File: config.mk
export PLATFORM = sky130hd
export DESIGN_NAME = cmdport_decoder
export DESIGN_NICKNAME = d
export VERILOG_FILES = /design/src/rtl/cmdport_pkg.sv /design/src/rtl/cmdport_rst_sync.sv /design/src/rtl/cmdport_cmd_regs.sv /design/src/rtl/cmdport_reg_port.sv /design/src/rtl/cmdport_status.sv /design/src/rtl/cmdport_decoder.sv
export SDC_FILE = /design/constraint.sdc
export NUM_CORES = 1
export LEC_CHECK = 0
export BUFFER_PORTS_ARGS = -buffer_cell sky130_fd_sc_hd__buf_2
export CORE_UTILIZATION = 43
export CTS_BUF_LIST = sky130_fd_sc_hd__clkbuf_4
export DETAILED_ROUTE_END_ITERATION = 16
export PLACE_DENSITY = 0.83
export SLEW_MARGIN = 20
export SYNTH_ARGS = -nofsm -noshare
export SYNTH_HDL_FRONTEND = slang
export SYNTH_SLANG_ARGS = --single-unit
File: constraint.sdc
create_clock -name clk -period 1.3 [get_ports clk]
set_clock_uncertainty 0.05 [all_clocks]
set_input_delay 0.26 -clock clk [delete_from_list [all_inputs] [get_ports clk]]
set_output_delay 0.26 -clock clk [all_outputs]
set_load 0.005 [all_outputs]
File: src/rtl/cmdport_pkg.sv
package cmdport_pkg;
  localparam int WORD_W   = 16;
  localparam int CODE_W   = 6;
  localparam int IDX_W    = 5;
  localparam int BYTE_W   = 8;
  localparam int LO_ADR_W = 14;
  localparam int HI_ADR_W = WORD_W - LO_ADR_W;
  localparam int LO_CODE_W = 2;
  localparam int HI_CODE_W = CODE_W - LO_CODE_W;
  localparam int IDX_LSB  = 8;
  localparam int HI_CODE_LSB = 4;
  localparam logic [1:0] REGWR_TAG = 2'b10;
  localparam logic [WORD_W-1:0] STAT_BASE = 16'h3400;
  localparam int EMPTY_BIT = 9;
  localparam int FULL_BIT  = 8;

  typedef enum logic [1:0] {
    WK_NONE   = 2'd0,
    WK_REGWR  = 2'd1,
    WK_FIRST  = 2'd2,
    WK_SECOND = 2'd3
  } word_kind_e;

  typedef struct packed {
    logic              we;
    logic [IDX_W-1:0]  idx;
    logic [BYTE_W-1:0] data;
  } regwr_t;
endpackage

File: src/rtl/cmdport_rst_sync.sv
module cmdport_rst_sync (
  input  logic clk,
  input  logic rst_n,
  output logic rst_sync_n
);
  logic meta_q;
  always_ff @(posedge clk or negedge rst_n) begin
    if (!rst_n) begin
      meta_q     <= 1'b0;
      rst_sync_n <= 1'b0;
    end else begin
      meta_q     <= 1'b1;
      rst_sync_n <= meta_q;
    end
  end
endmodule

File: src/rtl/cmdport_cmd_regs.sv
module cmdport_cmd_regs
  import cmdport_pkg::*;
(
  input  logic              clk,
  input  logic              rst_n,
  input  logic              wr_stb,
  input  logic [WORD_W-1:0] wr_word,
  input  logic              clr_stb,
  output word_kind_e        kind,
  output logic [WORD_W-1:0] addr_q,
  output logic [CODE_W-1:0] code_q,
  output logic              pend_q
);
  logic              pend_eff;
  logic [WORD_W-1:0] addr_nx;
  logic [CODE_W-1:0] code_nx;
  logic              pend_nx;
  logic              upd_en;

  // A clearing access in the same cycle is applied before decoding
  assign pend_eff = pend_q & ~clr_stb;

  always_comb begin
    kind = WK_NONE;
    if (wr_stb) begin
      if (pend_eff)                                       kind = WK_SECOND;
      else if (wr_word[WORD_W-1 -: 2] == REGWR_TAG)        kind = WK_REGWR;
      else                                                kind = WK_FIRST;
    end
  end

  always_comb begin
    addr_nx = addr_q;
    code_nx = code_q;
    pend_nx = pend_eff;
    case (kind)
      WK_FIRST: begin
        addr_nx[LO_ADR_W-1:0]  = wr_word[LO_ADR_W-1:0];
        code_nx[LO_CODE_W-1:0] = wr_word[WORD_W-1 -: LO_CODE_W];
        pend_nx = 1'b1;
      end
      WK_SECOND: begin
        addr_nx[WORD_W-1 -: HI_ADR_W] = wr_word[HI_ADR_W-1:0];
        code_nx[CODE_W-1 -: HI_CODE_W] = wr_word[HI_CODE_LSB +: HI_CODE_W];
        pend_nx = 1'b0;
      end
      default: ;
    endcase
  end

  assign upd_en = wr_stb | clr_stb;

  always_ff @(posedge clk or negedge rst_n) begin
    if (!rst_n) begin
      addr_q <= '0;
      code_q <= '0;
      pend_q <= 1'b0;
    end else if (upd_en) begin
      addr_q <= addr_nx;
      code_q <= code_nx;
      pend_q <= pend_nx;
    end
  end
endmodule

File: src/rtl/cmdport_reg_port.sv
module cmdport_reg_port
  import cmdport_pkg::*;
#(
  parameter int NUM_REGS = 24
) (
  input  logic              clk,
  input  logic              rst_n,
  input  word_kind_e        kind,
  input  logic [WORD_W-1:0] wr_word,
  output regwr_t            rw_q
);
  localparam int CNT_W = IDX_W + 1;
  localparam logic [CNT_W-1:0] LIMIT = CNT_W'(NUM_REGS);

  logic [IDX_W-1:0] idx_w;
  logic             in_range;
  regwr_t           rw_nx;
  logic             upd_en;

  assign idx_w    = wr_word[IDX_LSB +: IDX_W];
  assign in_range = ({1'b0, idx_w} < LIMIT);

  always_comb begin
    rw_nx      = rw_q;
    rw_nx.we   = 1'b0;
    if (kind == WK_REGWR && in_range) begin
      rw_nx.we   = 1'b1;
      rw_nx.idx  = idx_w;
      rw_nx.data = wr_word[BYTE_W-1:0];
    end
  end

  // Only a live pulse or its end needs a register update
  assign upd_en = rw_q.we | (kind == WK_REGWR);

  always_ff @(posedge clk or negedge rst_n) begin
    if (!rst_n) begin
      rw_q <= '0;
    end else if (upd_en) begin
      rw_q <= rw_nx;
    end
  end
endmodule

File: src/rtl/cmdport_status.sv
module cmdport_status
  import cmdport_pkg::*;
(
  input  logic              empty,
  input  logic              full,
  output logic [WORD_W-1:0] stat
);
  always_comb begin
    stat = STAT_BASE;
    stat[EMPTY_BIT] = empty;
    stat[FULL_BIT]  = full;
  end
endmodule

File: src/rtl/cmdport_decoder.sv
module cmdport_decoder
  import cmdport_pkg::*;
#(
  parameter int NUM_REGS = 24
) (
  input  logic                      clk,
  input  logic                      rst_n,
  input  logic                      ctl_wr,
  input  logic [WORD_W-1:0]         ctl_wdata,
  input  logic                      ctl_rd,
  input  logic                      dat_wr,
  input  logic                      dat_rd,
  input  logic                      fifo_empty,
  input  logic                      fifo_full,
  output logic [WORD_W-1:0]         stat_rdata,
  output logic                      reg_we,
  output logic [IDX_W-1:0]          reg_idx,
  output logic [BYTE_W-1:0]         reg_wdata,
  output logic [WORD_W-1:0]         acc_addr,
  output logic [CODE_W-1:0]         acc_code,
  output logic                      cmd_pending,
  output logic                      rd_zero
);
  logic       rst_core_n;
  logic       clr_stb;
  word_kind_e kind;
  regwr_t     rw;

  assign clr_stb = dat_wr | dat_rd | ctl_rd;

  cmdport_rst_sync u_rst (
    .clk        (clk),
    .rst_n      (rst_n),
    .rst_sync_n (rst_core_n)
  );

  cmdport_cmd_regs u_cmd (
    .clk     (clk),
    .rst_n   (rst_core_n),
    .wr_stb  (ctl_wr),
    .wr_word (ctl_wdata),
    .clr_stb (clr_stb),
    .kind    (kind),
    .addr_q  (acc_addr),
    .code_q  (acc_code),
    .pend_q  (cmd_pending)
  );

  cmdport_reg_port #(.NUM_REGS(NUM_REGS)) u_regp (
    .clk     (clk),
    .rst_n   (rst_core_n),
    .kind    (kind),
    .wr_word (ctl_wdata),
    .rw_q    (rw)
  );

  cmdport_status u_stat (
    .empty (fifo_empty),
    .full  (fifo_full),
    .stat  (stat_rdata)
  );

  assign reg_we    = rw.we;
  assign reg_idx   = rw.idx;
  assign reg_wdata = rw.data;
  assign rd_zero   = dat_rd & acc_code[0];
endmodule

==> results.md <==
- The flow ran to the end, but the final reports show violations.
- The checks that failed: setup timing.
- Counting the buffers created by CTS gives 5.
- The worst voltage drop across the vdd grid is about 930 µV.
- The cell area that synthesis handed to floorplanning was ~1600 µm².
- By area the synthesized netlist is led by sky130_fd_sc_hd__dfrtp_1 60%, sky130_fd_sc_hd__mux2_2 19%, sky130_fd_sc_hd__buf_4 8.3%.
- The HPWL after detailed placement is ~2500 µm.
- The area after detailed placement is between 1500 and 2000 µm².
- sky130_fd_sc_hd__dfrtp_1 takes more of the synthesized area than any other cell.
- The initial antenna violation count is 0.
- STA puts the critical path data arrival time at 1.89 ns.
- The leakage power of the design is 1.17 nW.
- The worst setup path category is flop to flop.
- In the final layout, flip-flops and latches occupy 976 µm².
- The global route total overflow is 0.
- The horizontal die dimension is between 60 and 70 µm.
- The commonest cells after synthesis are 39 x sky130_fd_sc_hd__dfrtp_1, 27 x sky130_fd_sc_hd__mux2_2, 18 x sky130_fd_sc_hd__buf_4.
- The design area is around 2200 µm².
- The cell area power density is between 1000 and 1500 nW/µm².
- Entering global routing, the biggest net connects 25 pins.
- Setup violations remaining at the end of the flow were counted as 37.
- The number of diodes is 0.
- For this run, the register share of the synthesized area comes to between 60% and 70%.
- The final count of hold timing violations is 0.
- In this run, placement finished with an instance count of ~220.
- During placement, the flow inserted port buffers numbering between 50 and 60.
- In this run the worst hold path is classified as input pin to flop.
- The required time at the endpoint of the critical path is about 1.5 ns.
- The endpoint class of the critical path is a flop.
- OpenSTA, run right after detailed placement, puts the worst setup slack at -0.583 ns.
- Dividing the detail-routed via count by the number of cells gives between 4 and 5.
- Synthesis handed over a netlist of between 100 and 150 instances.
- Setup repair after global routing could not meet its margin everywhere.
- The maximum clock rate is just under 600 MHz.
- After layout, the design draws a total of between 2 and 3 mW.
- For this run, the leading register cell type out of synthesis is sky130_fd_sc_hd__dfrtp_1.
- The clock latency on the worst-skew pair is ~0.33 ns.
- The residual antenna-violating net count after detailed routing is 0.
- The number of placed I/O pins is a little under 80.
- The number of max-cap violations is 0.
- Clock-pin slew was measured on the worst setup and hold paths at roughly 0.11 ns.
- The number of nets at the end of the flow is 207.
- The placer congestion estimate is ~0.70.
- The synthesized design contains 0 enable-type register cells.
- Along the worst hold path, the cell count comes to 2.
- Of all nets on the critical path, the largest fanout is 4.
- The count of final max-slew check failures is 0.
- The count of TritonRoute iterations in the first routing pass is 3.
- The via count is ~1100.
- By instance count, the leading cell after synthesis is sky130_fd_sc_hd__dfrtp_1.
- Subtracting the final worst setup slack from the clock period gives 1.72 ns.
- The final design utilization is between 60% and 70%.
- The die covers around 4000 µm².
- The count of cells along the worst register-to-register path is 5.
- The multi-input combinational cells in the finished layout cover a total of ~600 µm².
- The total routed wirelength is approximately 3400 µm.
- The layout has 279 filler cells.
- Global routing consumed, over all layers together, 17.8% of the routing resources.
- In the routed design, unresolved DRC markers number 0.
- The finished layout holds 230 standard cells, fillers aside.
- The H-tree was split into 2 levels.
- The root cell of the clock tree is sky130_fd_sc_hd__clkbuf_4.
- Once the floorplan was initialized, standard cells occupied a little under half of the core.
- Counting flops with an async set or reset pin after synthesis yields a share of 100%.
- The buffer depth of the longest clock path is 2.
- TritonCTS built the clock tree.
- The final worst hold slack is approximately 0.12 ns.
- In the final timing run, aggregate negative setup slack is -12.91 ns.
- The number of warnings issued by yosys is 0.
- The tree built by TritonCTS fans out to 39 sinks.
- In this run the biggest area consumer among cell types represents 60.0% of the synthesized area.
- Synthesis inferred 39 register bits.
- The first global-routing pass estimated 5300 µm of wire.
- The area overhead of the layout relative to synthesis is 33.1%.
- STA classifies the critical path startpoint as a flop.
- The via count of the first global-routing pass was between 1000 and 1500.
- The setup slack of the critical path after layout is -0.415 ns.
- In this run the core area contains 21 standard-cell rows.
- The layout cell share with drive strength beyond 1 is 64.7%.
- The count of routing violations after the opening detailed-route iteration is 12.
- The post-synthesis cell type count is 20.
- The post-route clock period utilization is 132%.
- The core area is ~3500 µm².
- The die is approximately 63 µm tall.
- The routed length per instance is roughly 15 µm.
- The mean post-synth cell area is 14.9 µm².
[placed cells by master (no fill, tap or decap), types with 2 or more instances in the layout]
| master | count |
|---|---|
| sky130_fd_sc_hd__inv_1 | 2 |
| sky130_fd_sc_hd__buf_12 | 2 |
| sky130_fd_sc_hd__buf_6 | 3 |
| sky130_fd_sc_hd__clkbuf_4 | 5 |
| sky130_fd_sc_hd__buf_4 | 9 |
| sky130_fd_sc_hd__mux2_2 | 14 |
| sky130_fd_sc_hd__mux2_4 | 19 |
| sky130_fd_sc_hd__conb_1 | 15 |
| sky130_fd_sc_hd__dfrtp_1 | 39 |
| sky130_fd_sc_hd__buf_2 | 58 |
| sky130_fd_sc_hd__clkinv_1 | 2 |
[worst max-delay path: stages (launching register included)]
cell and delay, ns:
sky130_fd_sc_hd__dfrtp_1 0.35, sky130_fd_sc_hd__or4b_4 0.51, sky130_fd_sc_hd__nand4_1 0.13, sky130_fd_sc_hd__buf_4 0.15, sky130_fd_sc_hd__buf_6 0.12, sky130_fd_sc_hd__mux2_4 0.30
[area by class of cell]
type	count	area share, %
clock buffer	5	1.74
multi-input combinational	60	27.7
timing repair buffer	74	21.6
tap	46	2.66
sequential	39	45.1
clock inverter	3	0.694
inverter	3	0.521
[report_power, final]
part	internal [mW]	switching, mW	leakage, nW
Combinational	0.454	0.265	0.673
Sequential	1.43	0.117	0.466
Clock	0.198	0.368	0.0263
Total	2.08	0.750	1.17
[worst paths after layout]
check	slack, ns	startpoint	endpoint
hold reg to reg	0.17	u_rst.rst_sync_n$_DFF_PN0_	u_cmd.addr_q[2]$_DFFE_PN0P_
setup / recovery	-0.42	u_cmd.pend_q$_DFFE_PN0P_	u_regp.rw_q[3]$_DFFE_PN0P_
setup reg to reg	-0.42	u_cmd.pend_q$_DFFE_PN0P_	u_regp.rw_q[3]$_DFFE_PN0P_
hold / removal	0.12	ctl_wdata[2]	u_regp.rw_q[2]$_DFFE_PN0P_
max in group asynchronous	0.75	u_rst.rst_sync_n$_DFF_PN0_	u_cmd.addr_q[15]$_DFFE_PN0P_
min in group asynchronous	0.17	u_rst.rst_sync_n$_DFF_PN0_	u_cmd.addr_q[2]$_DFFE_PN0P_
[registers in the layout, indices dropped and copies added (netlist names)]
signal,flops
u_cmd.addr_q,16
u_cmd.code_q,6
u_regp.rw_q,14
u_cmd.pend_q,1
u_rst.meta_q,1
u_rst.rst_sync_n,1
[layer usage]
layer,routed length [µm],GRT usage [%]
met5,0,0
met2,1770,31.5
met1,1380,18.9
met4,53,7.39
met3,225,6.16
[logic make-up (layout without fill, tap and decap cells)]
family          count (synthesis)  in the layout  synth area share (%)
flops                          39             39                  60.0
mux                            33             33                  24.2
buf+inv                        23             85                  10.0
simple gates                    9              9                  3.85
compound gates                  3              3                  1.39
other cells                     2             15                 0.462
[timing repair]
action | in CTS | in global routing
endpoints found under the hold margin | 2 | 0
endpoints found under the setup margin | 38 | 39
pin swaps | 2 | 1
resized for setup | 14 | 8
setup buffers | 1 | 3
hold buffers | 1 | 0
cloned | 0 | 1
No activity file was read; power rests on OpenSTA's default activity.
